## config.mk

```make
export PLATFORM = sky130hd
export DESIGN_NAME = mdio_master
export DESIGN_NICKNAME = d
export VERILOG_FILES = /design/src/rtl/mdio_master.sv
export SDC_FILE = /design/constraint.sdc
export NUM_CORES = 1
export LEC_CHECK = 0
export BUFFER_PORTS_ARGS = -buffer_cell sky130_fd_sc_hd__buf_2
export CAP_MARGIN = 20
export CORE_MARGIN = 3
export CORE_UTILIZATION = 40
export CTS_CLUSTER_DIAMETER = 150
export DETAILED_ROUTE_END_ITERATION = 10
export PLACE_DENSITY = 0.66
export SYNTH_ARGS = -nofsm -noshare
export SYNTH_HDL_FRONTEND = slang
export SYNTH_SLANG_ARGS = --single-unit
```

## constraint.sdc

```tcl
create_clock -name clk -period 3.4 [get_ports clk]
set_input_delay 0.34 -clock clk [delete_from_list [all_inputs] [get_ports clk]]
set_output_delay 0.34 -clock clk [all_outputs]
set_load 0.005 [all_outputs]
```

## src/rtl/mdio_master.sv

```systemverilog
module mdio_master #(
  parameter int DIV_W   = 6,
  parameter int HOLD_W  = 3,
  parameter int ADDR_W  = 5,
  parameter int DATA_W  = 16,
  parameter int PRE_LEN = 32,
  parameter int REG_W   = 32
) (
  input  logic              clk,
  input  logic              rst_n,
  input  logic              cfg_we,
  input  logic [REG_W-1:0]  cfg_wdata,
  output logic [REG_W-1:0]  cfg_rdata,
  input  logic              cmd_valid,
  input  logic              cmd_read,
  input  logic [ADDR_W-1:0] cmd_phy,
  input  logic [ADDR_W-1:0] cmd_reg,
  input  logic [DATA_W-1:0] cmd_wdata,
  output logic              busy,
  output logic              done,
  output logic [DATA_W-1:0] rd_data,
  output logic              mdc,
  output logic              mdio_o,
  output logic              mdio_oe,
  input  logic              mdio_i
);
  localparam int FRAME    = PRE_LEN + 6 + 2 * ADDR_W + DATA_W;
  localparam int TA_POS   = PRE_LEN + 4 + 2 * ADDR_W;
  localparam int DAT_POS  = TA_POS + 2;
  localparam int CNT_W    = $clog2(FRAME);
  localparam int HOLD_LSB = DIV_W + 2;
  localparam int RB_W     = HOLD_LSB + HOLD_W;

  logic [DIV_W-1:0]  div_q, hcnt;
  logic [HOLD_W-1:0] hold_q, hold_cnt;
  logic [CNT_W-1:0]  bitn;
  logic [FRAME-1:0]  sh;
  logic [DATA_W-1:0] rsh;
  logic              pend, rd_q;

  wire tick  = busy && (hcnt >= div_q);
  wire rise  = tick && !mdc;
  wire fall  = tick && mdc;
  wire last  = (bitn == CNT_W'(FRAME - 1));
  wire adv   = pend && (fall || (!last && hold_cnt == hold_q));
  wire start = cmd_valid && !busy && (div_q != '0);

  assign mdio_o    = sh[FRAME-1];
  assign cfg_rdata = REG_W'({hold_q, 1'b0, div_q, 1'b0});

  always_ff @(posedge clk or negedge rst_n) begin
    if (!rst_n) begin
      div_q    <= '0;
      hold_q   <= '0;
      hcnt     <= '0;
      hold_cnt <= '0;
      bitn     <= '0;
      sh       <= '0;
      rsh      <= '0;
      pend     <= 1'b0;
      rd_q     <= 1'b0;
      busy     <= 1'b0;
      done     <= 1'b0;
      mdc      <= 1'b0;
      mdio_oe  <= 1'b0;
      rd_data  <= '0;
    end else begin
      done <= 1'b0;
      if (cfg_we) begin
        div_q  <= cfg_wdata[DIV_W:1];
        hold_q <= cfg_wdata[HOLD_LSB +: HOLD_W];
      end
      if (start) begin
        busy     <= 1'b1;
        mdc      <= 1'b0;
        hcnt     <= '0;
        bitn     <= '0;
        pend     <= 1'b0;
        hold_cnt <= '0;
        rd_q     <= cmd_read;
        mdio_oe  <= 1'b1;
        sh <= {{PRE_LEN{1'b1}}, 2'b01, cmd_read ? 2'b10 : 2'b01, cmd_phy, cmd_reg,
               cmd_read ? 2'b00 : 2'b10, cmd_read ? DATA_W'(0) : cmd_wdata};
      end else if (busy) begin
        hcnt <= tick ? '0 : hcnt + 1'b1;
        if (tick) mdc <= ~mdc;
        if (rise) begin
          pend     <= 1'b1;
          hold_cnt <= '0;
          if (rd_q && bitn >= CNT_W'(DAT_POS)) rsh <= {rsh[DATA_W-2:0], mdio_i};
        end else if (adv) begin
          pend <= 1'b0;
          if (last) begin
            busy    <= 1'b0;
            done    <= 1'b1;
            mdio_oe <= 1'b0;
            sh      <= '0;
            if (rd_q) rd_data <= rsh;
          end else begin
            sh   <= sh << 1;
            bitn <= bitn + 1'b1;
            if (rd_q && bitn == CNT_W'(TA_POS - 1)) mdio_oe <= 1'b0;
          end
        end else if (pend) begin
          hold_cnt <= hold_cnt + 1'b1;
        end
      end
    end
  end

  p_mdc_idle_r3: assert property (@(posedge clk) disable iff (!rst_n) !busy |-> !mdc)
    else $error("MDC active while idle");
  p_oe_idle_r8: assert property (@(posedge clk) disable iff (!rst_n) !busy |-> !mdio_oe)
    else $error("data line driven while idle");
  p_done_single_r8: assert property (@(posedge clk) disable iff (!rst_n) done |=> !done)
    else $error("done longer than one cycle");
  p_no_change_on_rise_r7: assert property (@(posedge clk) disable iff (!rst_n)
      $rose(mdc) |-> ($stable(mdio_o) && $stable(mdio_oe)))
    else $error("data line changed on MDC rising edge");
  p_zero_div_r4: assert property (@(posedge clk) disable iff (!rst_n)
      (!busy && cmd_valid && div_q == '0) |=> !busy)
    else $error("frame started with divider zero");
  p_busy_ignore_r9: assert property (@(posedge clk) disable iff (!rst_n)
      (busy && !done) |=> (busy || done))
    else $error("frame ended without done");
  if (RB_W > REG_W) begin : g_bad_width
    initial $error("control fields exceed register width");
  end
endmodule

```

## Word-level counts from Yosys, hierarchy flattened

Cells that the tools add are included.
Widths: inputs -> output; s select.

| word-level totals | value |
|---|---|
| register bits | 126 |
| input bits | 64 |
| output and inout bits | 53 |
| word-level logic and storage cells | 100 |

| operators by class | value |
|---|---|
| add/sub/neg operators | 3 |
| magnitude comparators | 2 |
| equality and inequality tests | 6 |
| mux-type cells | 44 |
| bitwise logic cells | 3 |
| reductions and logical operators | 28 |

Operators with widths:

| cell | number |
|---|---|
| $mux 64 | 5 |
| $mux 6 | 8 |
| $mux 1 | 23 |
| $mux 16 | 1 |
| $mux 3 | 5 |
| $add 6x1->6 const B | 2 |
| $eq 6x6->1 const B | 2 |
| $reduce_and 4->1 | 3 |
| $logic_and 1x1->1 | 9 |
| $reduce_bool 3->1 | 3 |
| $ge 6x6->1 | 1 |
| $ge 6x6->1 const B | 1 |
| $reduce_and 3->1 | 2 |
| $reduce_and 6->1 | 1 |
| $reduce_bool 2->1 | 3 |
| $reduce_bool 6->1 | 1 |
| $mux 2 | 2 |
| $ne 2x1->1 const B | 2 |
| $reduce_and 2->1 | 2 |
| $add 3x1->3 const B | 1 |
| $eq 3x3->1 | 1 |
| $logic_not 1->1 | 3 |
| $ne 3x2->1 const B | 1 |
| $not 1->1 | 3 |
| $logic_or 1x1->1 | 1 |

## Longest topological paths before layout

Gate-level depths: netlist (run 1).

| logic depth | value |
|---|---|
| depth after elaboration | 9 |
| depth in mapped cells | 11 |
| gate-level depth less buffers | 8 |

## Worst setup path after synthesis (run 1)

Ideal clock, no wire load.

| path | value |
|---|---|
| path type | register to register |
| from | reg div_q[5] |
| to | reg rsh[10] |
| library setup time | 0.125 ns |
| arrival time | 2.282 ns |
| data required time | 3.275 ns |
| setup slack | 0.993 ns |
| cell stages (with the launch flop) | 12 |
| buffers on the path | 3 |
| clock period less this slack | 2.407 ns |
| cells stage by stage | dfrtp_1 -> inv_1 -> ha_1 -> a21o_1 -> a2bb2oi_2 -> o21a_1 -> buf_6 -> nor2_8 -> and4_1 -> buf_4 -> buf_12 -> mux2_4 |

| between the ends | value |
|---|---|
| cells in the longest elaborated chain, start to end | 4 |
| elaborated cells between the ends (all ways) | 7 |
| those cells by class | order compare: 1; bitwise: 1; reduce/logical: 5 |

Ends and longest elaborated chain:

| what | RTL line | text |
|---|---|---|
| start: declaration | 34 | `logic [DIV_W-1:0] div_q, hcnt;` |
| start signal: assignment | 70 | `div_q <= cfg_wdata[DIV_W:1];` |
| $ge 6x6->1 / $reduce_bool 6->1 (equally long branches) | 41, 46 |  |
| $logic_and 1x1->1, on equally long branches | 41, 46 |  |
| $logic_and 1x1->1 / $not 1->1 (equally long branches) | -- |  |
| $reduce_and 4->1 (no line) (*) | -- |  |
| end signal: assignment | 90 | `if (rd_q && bitn >= CNT_W'(DAT_POS)) rsh <= {rsh[DATA_W-2:0], mdio_i};` |
| end: declaration | 38 | `logic [DATA_W-1:0] rsh;` |

Every way passes the cells marked *; elsewhere a longest branch is shown, timed or not.
A chain may end at the register's enable or synchronous reset.

## Final worst setup path (run 1)

| path | value |
|---|---|
| from | reg div_q[3] |
| to | reg sh[44] |

| between the ends | value |
|---|---|
| cells in the longest elaborated chain, start to end | 7 |
| elaborated cells between the ends (all ways) | 13 |
| those cells by class | order compare: 1; eq/ne: 1; mux: 1; reduce/logical: 10 |

Ends and longest elaborated chain:

| what | RTL line | text |
|---|---|---|
| $ge 6x6->1 | 41 | `wire tick = busy && (hcnt >= div_q);` |
| $logic_and 1x1->1 | 41 |  |
| $logic_and 1x1->1 | 43 | `wire fall = tick && mdc;` |
| $logic_or 1x1->1 | 45 | `wire adv = pend && (fall \|\| (!last && hold_cnt == hold_q));` |
| $logic_and 1x1->1 | 45 |  |
| $reduce_bool 2->1 (no line) | -- |  |
| $reduce_and 3->1 (no line) | -- |  |
| end signal: assignment | 82 | `sh <= {{PRE_LEN{1'b1}}, 2'b01, cmd_read ? 2'b10 : 2'b01, cmd_phy, cmd_reg,` |
| end signal: assignment | 100 | `sh <= sh << 1;` |
| end: declaration | 37 | `logic [FRAME-1:0] sh;` |

Several ways; a longest one is shown, not always the timed one.

==> results of run 1 <==
[per-layer routing]
metal,share of wire [%],track usage [%],wire (microns),vias up
li1,-,-,-,1827
met1,46,19.6,5130,2001
met2,48,22.8,5400,110
met3,4.8,4.11,541,8
met4,1.3,6.31,148,0
met5,0,0,0,-
[cell type report]
| class | instances | area (sq um) |
|---|---|---|
| fill | 1255 | 7220 |
| sequential | 126 | 3150 |
| multi-input combinational | 296 | 2290 |
| clock buffer | 22 | 484 |
| timing repair buffer | 79 | 420 |
| tap | 180 | 225 |
| clock inverter | 10 | 159 |
| inverter | 9 | 33.8 |
[registers in the layout, indices dropped and copies added, names as in the netlist]
signal and cells:
mdc 1, done 1, rd_q 1, sh 64, busy 1, rsh 16, bitn 6, hold_cnt 3
div_q 6, hold_q 3, pend 1, hcnt 6, mdio_oe 1, rd_data 16
[kinds of logic after synthesis]
| logic type | Yosys count |
|---|---|
| DFF | 126 |
| AOI/OAI and AO/OA | 136 |
| buffers and inverters | 65 |
| adders and majority gates | 10 |
| muxes | 44 |
| other | 1 |
| xor gates and xnor gates | 5 |
| and+or+nand+nor | 78 |
[per-stage QoR]
stage,hold slack (ns),total power [W]
floorplan,0.0444,0.00310
global placement,0.462,0.00330
detailed placement,0.466,0.00336
CTS,0.101,0.00534
global route,0.133,0.00561
finish,0.0666,0.00528
[worst max-delay path by stage]
| stage | to | depth (start not counted) | startpoint | slack [ns] |
|---|---|---|---|---|
| after CTS | sh[44]$_DFFE_PN0P_ | 8 | div_q[3]$_DFFE_PN0P_ | 0.42 |
| after detailed placement | sh[44]$_DFFE_PN0P_ | 8 | div_q[3]$_DFFE_PN0P_ | 0.45 |
| after floorplan | rsh[10]$_DFFE_PN0P_ | 11 | div_q[5]$_DFFE_PN0P_ | 0.99 |
| after global placement | sh[60]$_DFFE_PN0P_ | 8 | div_q[3]$_DFFE_PN0P_ | 0.53 |
| after global routing | sh[35]$_DFFE_PN0P_ | 8 | div_q[3]$_DFFE_PN0P_ | 0.23 |
| final | sh[44]$_DFFE_PN0P_ | 8 | div_q[3]$_DFFE_PN0P_ | 0.41 |
[power by group through the flow]
stage               Sequential (W)  Combinational [W]  Clock, W
floorplan                  0.00212           0.000986         0
global placement           0.00217            0.00112         0
detailed placement         0.00219            0.00117         0
CTS                        0.00217            0.00118   0.00198
global route               0.00223            0.00133   0.00205
finish                     0.00218            0.00117   0.00194
[cell usage in the layout (no fill, tap or decap), types with 9 or more instances in the layout]
cell type and n:
a21o_1 12, a221o_1 36, a22o_1 13, a31oi_1 14, buf_2 69, buf_4 10, clkbuf_16 17, conb_1 23
dfrtp_1 126, ha_1 10, inv_1 9, mux2_2 25, mux2_4 10, nand2_1 19, nand3_1 13, nor3b_1 15
o21ai_0 31, o21ai_1 13
[critical path: cells and delay by family (launching register included)]
family / cells / cell delay, ns
buf+inv: 1 / 0.07
mux: 1 / 0.40
simple gates: 1 / 0.49
compound gates: 4 / 1.28
flops: 1 / 0.37
fa+ha+maj: 1 / 0.30
==> flow_metrics.env, run 1 <==
export IMPL_status="finished, final reports clean"
export IMPL_fin_worst_skew_ns=0.00821
export IMPL_internal_power_w=0.00377
export IMPL_async_reset_ff_share_pct=100
export IMPL_slowest_delay_ns=0.49
export IMPL_critPathLaunchType="flop"
export IMPL_maxSlewViolCount=0
export IMPL_synth_compound_area_share_pct=18.1
export IMPL_maxSlewHeadroom_pct=36.3
export IMPL_max_freq_mhz=335
export IMPL_rr_worst_depth=8
export IMPL_cp_max_fo=34
export IMPL_postCtsHoldBufs=0
export IMPL_avgViaCountPerCell=5.47
export IMPL_vias=3946
export IMPL_fin_crit_sh_pct=87.9
export IMPL_clk_insertion_delay_late_ns=0.41
export IMPL_slowest_stage="o21a_1"
export IMPL_cts_htree_levels=4
export IMPL_syn_instance_count=465
export IMPL_clockPowerShare_pct=36.7
export IMPL_cts_buffers=17
export IMPL_initial_core_util_pct=41.1
export IMPL_nets=603
export IMPL_routedWlPerCell_microns=15.5
export IMPL_p_sw_share_pct=28.7
export IMPL_p_leak_nw=3.21
export IMPL_dieHeight_microns=126
export IMPL_seqPwrFrac_pct=41.2
export IMPL_worst_pin_slew_ns=0.955
export IMPL_synth_top_family_by_area="compound AO/OA/AOI/OAI gates"
export IMPL_netlist_area_sq_mm=0.00575
export IMPL_crit_arrival_ns=3.33
export IMPL_yosysTopAreaCell="dfrtp_1"
export IMPL_ys_ff_latch=126
export IMPL_stdcell_area_sq_mm=0.00677
export IMPL_wl_microns=11200
export IMPL_synthSimpleGateAreaFrac_pct=8.16
export IMPL_reg2reg_slack_ns=0.41
export IMPL_max_cap_violations=0
export IMPL_ys_flop_type="dfrtp_1"
export IMPL_worst_slack_ns=0.412
export IMPL_grt_pass1_wl_microns=19100
export IMPL_period_minus_slack_ns=2.99
export IMPL_path_class="reg2reg"
export IMPL_synth_common_cells="dfrtp_1 (126), a221o_1 (36), o21ai_0 (31), buf_4 (27), mux2_2 (25)"
export IMPL_clkTransAtPathRegs_ns=0.05
export IMPL_postCtsSetupBuffers=0
export IMPL_drtPass1Iterations=5
export IMPL_synth_xor_area_share_pct=0.762
export IMPL_coreArea_sq_mm=0.0140
export IMPL_antenna_found_initial=0
export IMPL_place_ws_ns=0.446
export IMPL_drt_initial_drc_count=275
export IMPL_yosysMostFrequentCell="dfrtp_1"
export IMPL_drive_gt1_share_pct=29.0
export IMPL_p_sw_w=0.00151
export IMPL_synth_edf_count=0
export IMPL_end_kind="flop"
export IMPL_clock_path_buffers=2
export IMPL_ys_types=53
export IMPL_yosysTopAreaCellShare_pct=54.8
export IMPL_setup_viol=0
export IMPL_place_area_sq_mm=0.00612
export IMPL_chipWidth_microns=126
export IMPL_yosys_warnings=0
export IMPL_finalSetupTns_ns=0
export IMPL_power_frac_comb_pct=22.2
export IMPL_drc=0
export IMPL_grt_ovfl_total=0
export IMPL_dp_cells=690
export IMPL_synth_area_leaders="dfrtp_1 (55%), a221o_1 (6.3%), mux2_2 (4.9%)"
export IMPL_rows=43
export IMPL_hp_class="in2async"
export IMPL_avgSynthCellArea_sq_um=12.4
export IMPL_reg2reg_to="sh[44]$_DFFE_PN0P_"
export IMPL_cts_tree="built"
export IMPL_hold_viol=0
export IMPL_muxShareOfSynthArea_pct=9.16
export IMPL_peakVddDrop_mv=0.385
export IMPL_gp_congestion=0.781
export IMPL_ant_nets=0
export IMPL_area_growth_pct=17.6
export IMPL_instances_no_fill=722
export IMPL_insertedDiodeCount=0
export IMPL_ios=117
export IMPL_rsz0062_at_grt="no"
export IMPL_p_per_area_mw_per_mm2=781
export IMPL_path_cells="inv_1 > ha_1 > a21oi_1 > a2bb2oi_2 > o21a_1 > mux2_2 > nand2_2 > a221o_1"
export IMPL_clock_sinks=126
export IMPL_grt_max_degree=75
export IMPL_cts_root_buffer="clkbuf_16"
export IMPL_worstReg2RegStart="div_q[3]$_DFFE_PN0P_"
export IMPL_synth_fa_ha_area_share_pct=2.18
export IMPL_cts_resized=0
export IMPL_die_area_sq_mm=0.0159
export IMPL_postLayoutCoreUtil_pct=48.4
export IMPL_critPathRequiredTime_ns=3.74
export IMPL_grt_pass1_vias=3887
export IMPL_grt_total_usage_pct=14.8
export IMPL_seq_area_frac_synth_pct=54.8
export IMPL_dpl_hpwl_microns=7180
export IMPL_numPortBuffers=70
Note: power is estimated with default switching activity, not from simulation.
==> run 2: changes to the inputs <==
--- a/config.mk
+++ b/config.mk
@@ -7,11 +7,11 @@
 export LEC_CHECK = 0
 export BUFFER_PORTS_ARGS = -buffer_cell sky130_fd_sc_hd__buf_2
 export CAP_MARGIN = 20
-export CORE_MARGIN = 3
-export CORE_UTILIZATION = 40
+export CORE_MARGIN = 2
+export CORE_UTILIZATION = 50
 export CTS_CLUSTER_DIAMETER = 150
 export DETAILED_ROUTE_END_ITERATION = 10
-export PLACE_DENSITY = 0.66
+export PLACE_DENSITY = 0.71
 export SYNTH_ARGS = -nofsm -noshare
 export SYNTH_HDL_FRONTEND = slang
 export SYNTH_SLANG_ARGS = --single-unit
==> run 2 against run 1 <==
Cell area fell by 1.0%. Sequential share of layout area rose by 0.48 points. Non-clock buffer count fell by 1. Register-to-register slack improved by 0.03 ns. First-iteration DRC count fell by 19%. Worst setup slack improved by 0.029 ns. Count of clock-buffer cells in the layout fell by 5. Clock skew fell by 0.00066 ns. Global-route usage rose by 3.7 points. Largest cell class unchanged. Critical path depth did not move.
==> flow_metrics.env, run 2 (synthesis gave the netlist of run 1 again) <==
export IMPL_status="finished, final reports clean"
export IMPL_area_growth_pct=16.4
export IMPL_critPathRequiredTime_ns=3.74
export IMPL_numPortBuffers=70
export IMPL_hold_viol=0
export IMPL_rsz0062_at_grt="no"
export IMPL_p_sw_share_pct=30.2
export IMPL_postCtsSetupBuffers=0
export IMPL_largest_reg_flops=64
export IMPL_drive_gt1_share_pct=28.8
export IMPL_p_sw_w=0.00157
export IMPL_coreArea_sq_mm=0.0113
export IMPL_wl_microns=10900
export IMPL_worst_pin_slew_ns=0.938
export IMPL_period_minus_slack_ns=2.96
export IMPL_end_kind="flop"
export IMPL_power_frac_comb_pct=22.5
export IMPL_drtPass1Iterations=4
export IMPL_finalSetupTns_ns=0
export IMPL_internal_power_w=0.00364
export IMPL_dpl_hpwl_microns=6840
export IMPL_seqCellArea_sq_mm=0.00315
export IMPL_rows=39
export IMPL_grt_pass1_wl_microns=18600
export IMPL_nets=602
export IMPL_chipWidth_microns=111
export IMPL_layout_common_cells="dfrtp_1 (126), buf_2 (69), a221o_1 (36)"
export IMPL_place_area_sq_mm=0.00607
export IMPL_grt_pass1_vias=3971
export IMPL_clock_path_buffers=2
export IMPL_maxSlewViolCount=0
export IMPL_dieHeight_microns=111
export IMPL_grt_ovfl_total=0
export IMPL_peakVddDrop_mv=0.417
export IMPL_top_register="sh"
export IMPL_crit_arrival_ns=3.30
export IMPL_clock_sinks=126
export IMPL_drt_initial_drc_count=224
export IMPL_critPathLaunchType="flop"
export IMPL_cts_buffers=17
export IMPL_cts_root_buffer="clkbuf_16"
export IMPL_fin_crit_sh_pct=87.0
export IMPL_cpLargestDelayFamily="compound AO/OA/AOI/OAI gates"
export IMPL_p_per_area_mw_per_mm2=778
export IMPL_ant_nets=0
export IMPL_initial_core_util_pct=50.8
export IMPL_insertedDiodeCount=0
export IMPL_gp_congestion=0.794
export IMPL_maxSlewHeadroom_pct=37.5
export IMPL_max_freq_mhz=338
export IMPL_seqPwrFrac_pct=41.8
export IMPL_ios=117
export IMPL_p_leak_nw=3.19
export IMPL_final_common_cell="dfrtp_1"
export IMPL_routedWlPerCell_microns=15.9
export IMPL_max_cap_violations=0
export IMPL_cp_max_fo=34
export IMPL_slowest_delay_ns=0.48
export IMPL_fillCellCount=909
export IMPL_path_class="reg2reg"
export IMPL_vias=3923
export IMPL_die_area_sq_mm=0.0124
export IMPL_hold_worst_slack_ns=0.130
export IMPL_clk_insertion_delay_late_ns=0.41
export IMPL_worst_path_buf_inv=1
export IMPL_grt_max_degree=98
export IMPL_hp_class="in2reg"
export IMPL_avgViaCountPerCell=5.74
export IMPL_clockPowerShare_pct=35.7
export IMPL_path_cells="inv_1 > ha_1 > a21oi_1 > a2bb2oi_2 > o21a_1 > mux2_2 > nand2_2 > a221o_1"
export IMPL_clkTransAtPathRegs_ns=0.06
export IMPL_cts_tree="built"
export IMPL_drc=0
export IMPL_wl_met2_microns=5370
export IMPL_stdcell_area_sq_mm=0.00670
export IMPL_highest_layer="met4"
export IMPL_setup_viol=0
export IMPL_cts_htree_levels=4
export IMPL_multi_input_area_sq_mm=0.00229
export IMPL_slowest_stage="nand2_2"
export IMPL_antenna_found_initial=0
export IMPL_routed_wl_met3_microns=461
export IMPL_grt_total_usage_pct=18.4
export IMPL_met1_length_microns=4880
export IMPL_top_regs="sh: 64 flops, rd_data: 16 flops, rsh: 16 flops"
export IMPL_fin_worst_skew_ns=0.00755
[run 2: final timing paths]
check	start	endpoint	slack [ns]	cells after the start
min in group asynchronous	rst_n	div_q[1]$_DFFE_PN0P_	0.41	2
setup reg to reg	div_q[3]$_DFFE_PN0P_	sh[55]$_DFFE_PN0P_	0.44	8
hold reg to reg	sh[25]$_DFFE_PN0P_	sh[25]$_DFFE_PN0P_	0.48	1
setup / recovery	div_q[3]$_DFFE_PN0P_	sh[55]$_DFFE_PN0P_	0.44	8
hold / removal	cfg_wdata[3]	div_q[2]$_DFFE_PN0P_	0.13	3
max in group asynchronous	rst_n	sh[15]$_DFFE_PN0P_	2.16	3
[run 2: metrics by stage]
step                      instances  total power (W)  utilization [%]  setup slack, ns
after floorplan                 487          0.00310                -            0.993
after CTS                       684          0.00526             59.2            0.459
after detailed placement        651          0.00337             53.6            0.475
after global routing            684          0.00552             59.2            0.274
after global placement          651          0.00329             53.6            0.559
final                           684          0.00521             59.2            0.442
[run 2: timing repair]
item | CTS | global route
hold endpoints to repair | 29 | 0
hold buffers | 1 | 0
resized for setup | 0 | 0
[run 2: layout make-up]
cell class,instances,area share (%)
Clock inverter,15,2.80
Clock buffer,17,6.35
Timing Repair Buffer,78,6.39
Multi-Input combinational cell,296,34.2
Sequential cell,126,47.1
Inverter,9,0.504
Tap cell,143,2.67
[run 2: layer usage]
layer,GRT usage (%),up-vias
met1,24.3,1989
met3,4.87,13
met4,7.57,0
met5,0,-
met2,29.1,96
li1,-,1825
[run 2: power groups by stage]
stage / logic [W] / registers [W] / clock network (W)
2_1_floorplan: 0.000986 / 0.00212 / 0
3_3_place_gp: 0.00112 / 0.00217 / 0
3_5_place_dp: 0.00118 / 0.00219 / 0
4_1_cts: 0.00119 / 0.00217 / 0.00190
5_1_grt: 0.00132 / 0.00223 / 0.00197
6_report: 0.00117 / 0.00218 / 0.00186
[run 2: tightest hold or removal path: stages]
cell and delay, ns:
buf_2 0.07, nand2_1 0.03, o21ai_0 0.05
==> run 3: changes to the inputs <==
--- a/config.mk
+++ b/config.mk
@@ -12,6 +12,8 @@
 export CTS_CLUSTER_DIAMETER = 150
 export DETAILED_ROUTE_END_ITERATION = 10
 export PLACE_DENSITY = 0.71
+export REMOVE_ABC_BUFFERS = 1
+export SLEW_MARGIN = 20
 export SYNTH_ARGS = -nofsm -noshare
 export SYNTH_HDL_FRONTEND = slang
 export SYNTH_SLANG_ARGS = --single-unit
==> run 3 against run 2 <==
Critical path depth fell by 1. Combinational power barely moved. Sequential cell count did not move. Sequential power barely moved. Worst hold slack got worse by 0.098 ns. Global-route usage fell by 0.15 points. Critical path type unchanged. Routed wire length fell by 0.94%. Clock power fell by 4%. Final cell count rose by 0.29%. Critical endpoint is now sh[49]$_DFFE_PN0P_. Worst setup slack improved by 0.014 ns.
==> flow_metrics.env, run 3 (synthesis gave the netlist of run 1 again) <==
export IMPL_status="finished, final reports clean"
export IMPL_seqCellArea_sq_mm=0.00315
export IMPL_routedWlPerCell_microns=15.7
export IMPL_maxSlewHeadroom_pct=36.3
export IMPL_clk_insertion_delay_late_ns=0.41
export IMPL_hp_class="in2async"
export IMPL_postCtsHoldBufs=0
export IMPL_finalSetupTns_ns=0
export IMPL_slowest_delay_ns=0.49
export IMPL_crit_arrival_ns=3.28
export IMPL_drive_gt1_share_pct=28.9
export IMPL_grt_ovfl_total=0
export IMPL_max_cap_violations=0
export IMPL_max_freq_mhz=340
export IMPL_layout_common_cells="dfrtp_1 (126), buf_2 (69), a221o_1 (36)"
export IMPL_insertedDiodeCount=0
export IMPL_avgViaCountPerCell=5.64
export IMPL_nets=604
export IMPL_rsz0062_at_grt="no"
export IMPL_dieHeight_microns=111
export IMPL_dp_cells=654
export IMPL_path_cells="ha_1 > a21oi_1 > a2bb2oi_2 > o21a_1 > mux2_2 > nand2_2 > a221o_1"
export IMPL_grt_pass1_vias=3860
export IMPL_grt_pass1_wl_microns=18500
export IMPL_p_sw_w=0.00153
export IMPL_coreArea_sq_mm=0.0113
export IMPL_wl_microns=10800
export IMPL_clock_path_buffers=2
export IMPL_top_register="sh"
export IMPL_fin_worst_skew_ns=0.00750
export IMPL_initial_core_util_pct=50.8
export IMPL_drt_initial_drc_count=268
export IMPL_ios=117
export IMPL_worst_pin_slew_ns=0.955
export IMPL_numPortBuffers=70
export IMPL_instances_no_fill=686
export IMPL_cts_tree="built"
export IMPL_p_per_area_mw_per_mm2=769
export IMPL_period_minus_slack_ns=2.94
export IMPL_cts_htree_levels=4
export IMPL_fillCellCount=935
export IMPL_dpl_hpwl_microns=6720
export IMPL_cts_root_buffer="clkbuf_16"
export IMPL_rows=39
export IMPL_vias=3867
export IMPL_hold_viol=0
export IMPL_setup_viol=0
export IMPL_cts_buffers=17
export IMPL_critPathRequiredTime_ns=3.74
export IMPL_cp_max_fo=34
export IMPL_final_common_cell="dfrtp_1"
export IMPL_area_growth_pct=16.1
export IMPL_power_frac_comb_pct=22.8
export IMPL_end_kind="flop"
export IMPL_p_leak_nw=3.19
export IMPL_clkTransAtPathRegs_ns=0.06
export IMPL_slowest_stage="nand2_2"
export IMPL_antenna_found_initial=0
export IMPL_drc=0
export IMPL_clock_sinks=126
export IMPL_gp_congestion=0.767
export IMPL_seqPwrFrac_pct=42.3
export IMPL_multi_input_area_sq_mm=0.00229
export IMPL_maxSlewViolCount=0
export IMPL_p_sw_share_pct=29.9
export IMPL_largest_reg_flops=64
export IMPL_ant_nets=0
export IMPL_drtPass1Iterations=4
export IMPL_chipWidth_microns=111
export IMPL_top_regs="sh: 64 flops, rd_data: 16 flops, rsh: 16 flops"
export IMPL_grt_max_degree=66
export IMPL_critPathLaunchType="flop"
export IMPL_path_class="reg2reg"
export IMPL_clockPowerShare_pct=34.9
export IMPL_internal_power_w=0.00360
export IMPL_grt_total_usage_pct=18.3
export IMPL_fin_crit_sh_pct=86.6
export IMPL_cts_resized=0
export IMPL_peakVddDrop_mv=0.372
export IMPL_die_area_sq_mm=0.0124
export IMPL_postCtsSetupBuffers=0
run 3: metrics by stage:
step | instance area, sq um | hold slack [ns] | power [W] | setup slack, ns | util [%]
final | 6680 | 0.0316 | 0.00513 | 0.456 | 59.0
after global routing | 6680 | 0.106 | 0.00544 | 0.253 | 59.0
after CTS | 6680 | 0.0636 | 0.00518 | 0.442 | 59.0
after detailed placement | 6080 | 0.471 | 0.00336 | 0.468 | 53.7
after global placement | 6080 | 0.462 | 0.00330 | 0.553 | 53.7
after floorplan | 5480 | 0.0444 | 0.00301 | 0.493 | -
run 3: worst max-delay path, delay by kind of cell (launching register included):
| family | cells | cell delay (ns) |
|---|---|---|
| fa+ha+maj | 1 | 0.31 |
| flops | 1 | 0.43 |
| simple gates | 1 | 0.49 |
| compound gates | 4 | 1.23 |
| mux | 1 | 0.40 |
run 3: power by group through the flow:
stage / sequential, W / clock [W] / combinational (W)
floorplan: 0.00212 / 0 / 0.000895
global placement: 0.00217 / 0 / 0.00113
detailed placement: 0.00218 / 0 / 0.00117
CTS: 0.00217 / 0.00183 / 0.00119
global route: 0.00222 / 0.00190 / 0.00132
finish: 0.00217 / 0.00179 / 0.00117
run 3: routing by layer:
layer,part of all wire (%),global-route usage (%),vias to the layer above
met2,48,27.5,103
met3,4.9,5.47,16
met4,1.6,6.91,0
met5,0,0,-
met1,46,25.2,1923
li1,-,-,1825
run 3: final cells by class:
cell class | count | share of cell area, %
tap | 143 | 2.68
inverter | 9 | 0.506
clock inverter | 11 | 1.99
sequential | 126 | 47.2
multi-input combinational | 296 | 34.3
clock buffer | 21 | 6.90
timing repair buffer | 80 | 6.41
run 3: final timing paths:
kind	cells past startpoint	slack (ns)	to	start
worst min-delay path	1	0.03	done$_DFF_PN0_	rst_n
min in group clk	3	0.14	div_q[1]$_DFFE_PN0P_	cfg_wdata[2]
worst min register to register	1	0.48	sh[22]$_DFFE_PN0P_	sh[22]$_DFFE_PN0P_
max in group asynchronous	2	2.55	sh[40]$_DFFE_PN0P_	rst_n
worst max register to register	7	0.46	sh[49]$_DFFE_PN0P_	hcnt[3]$_DFFE_PN0P_
worst max-delay path	7	0.46	sh[49]$_DFFE_PN0P_	hcnt[3]$_DFFE_PN0P_
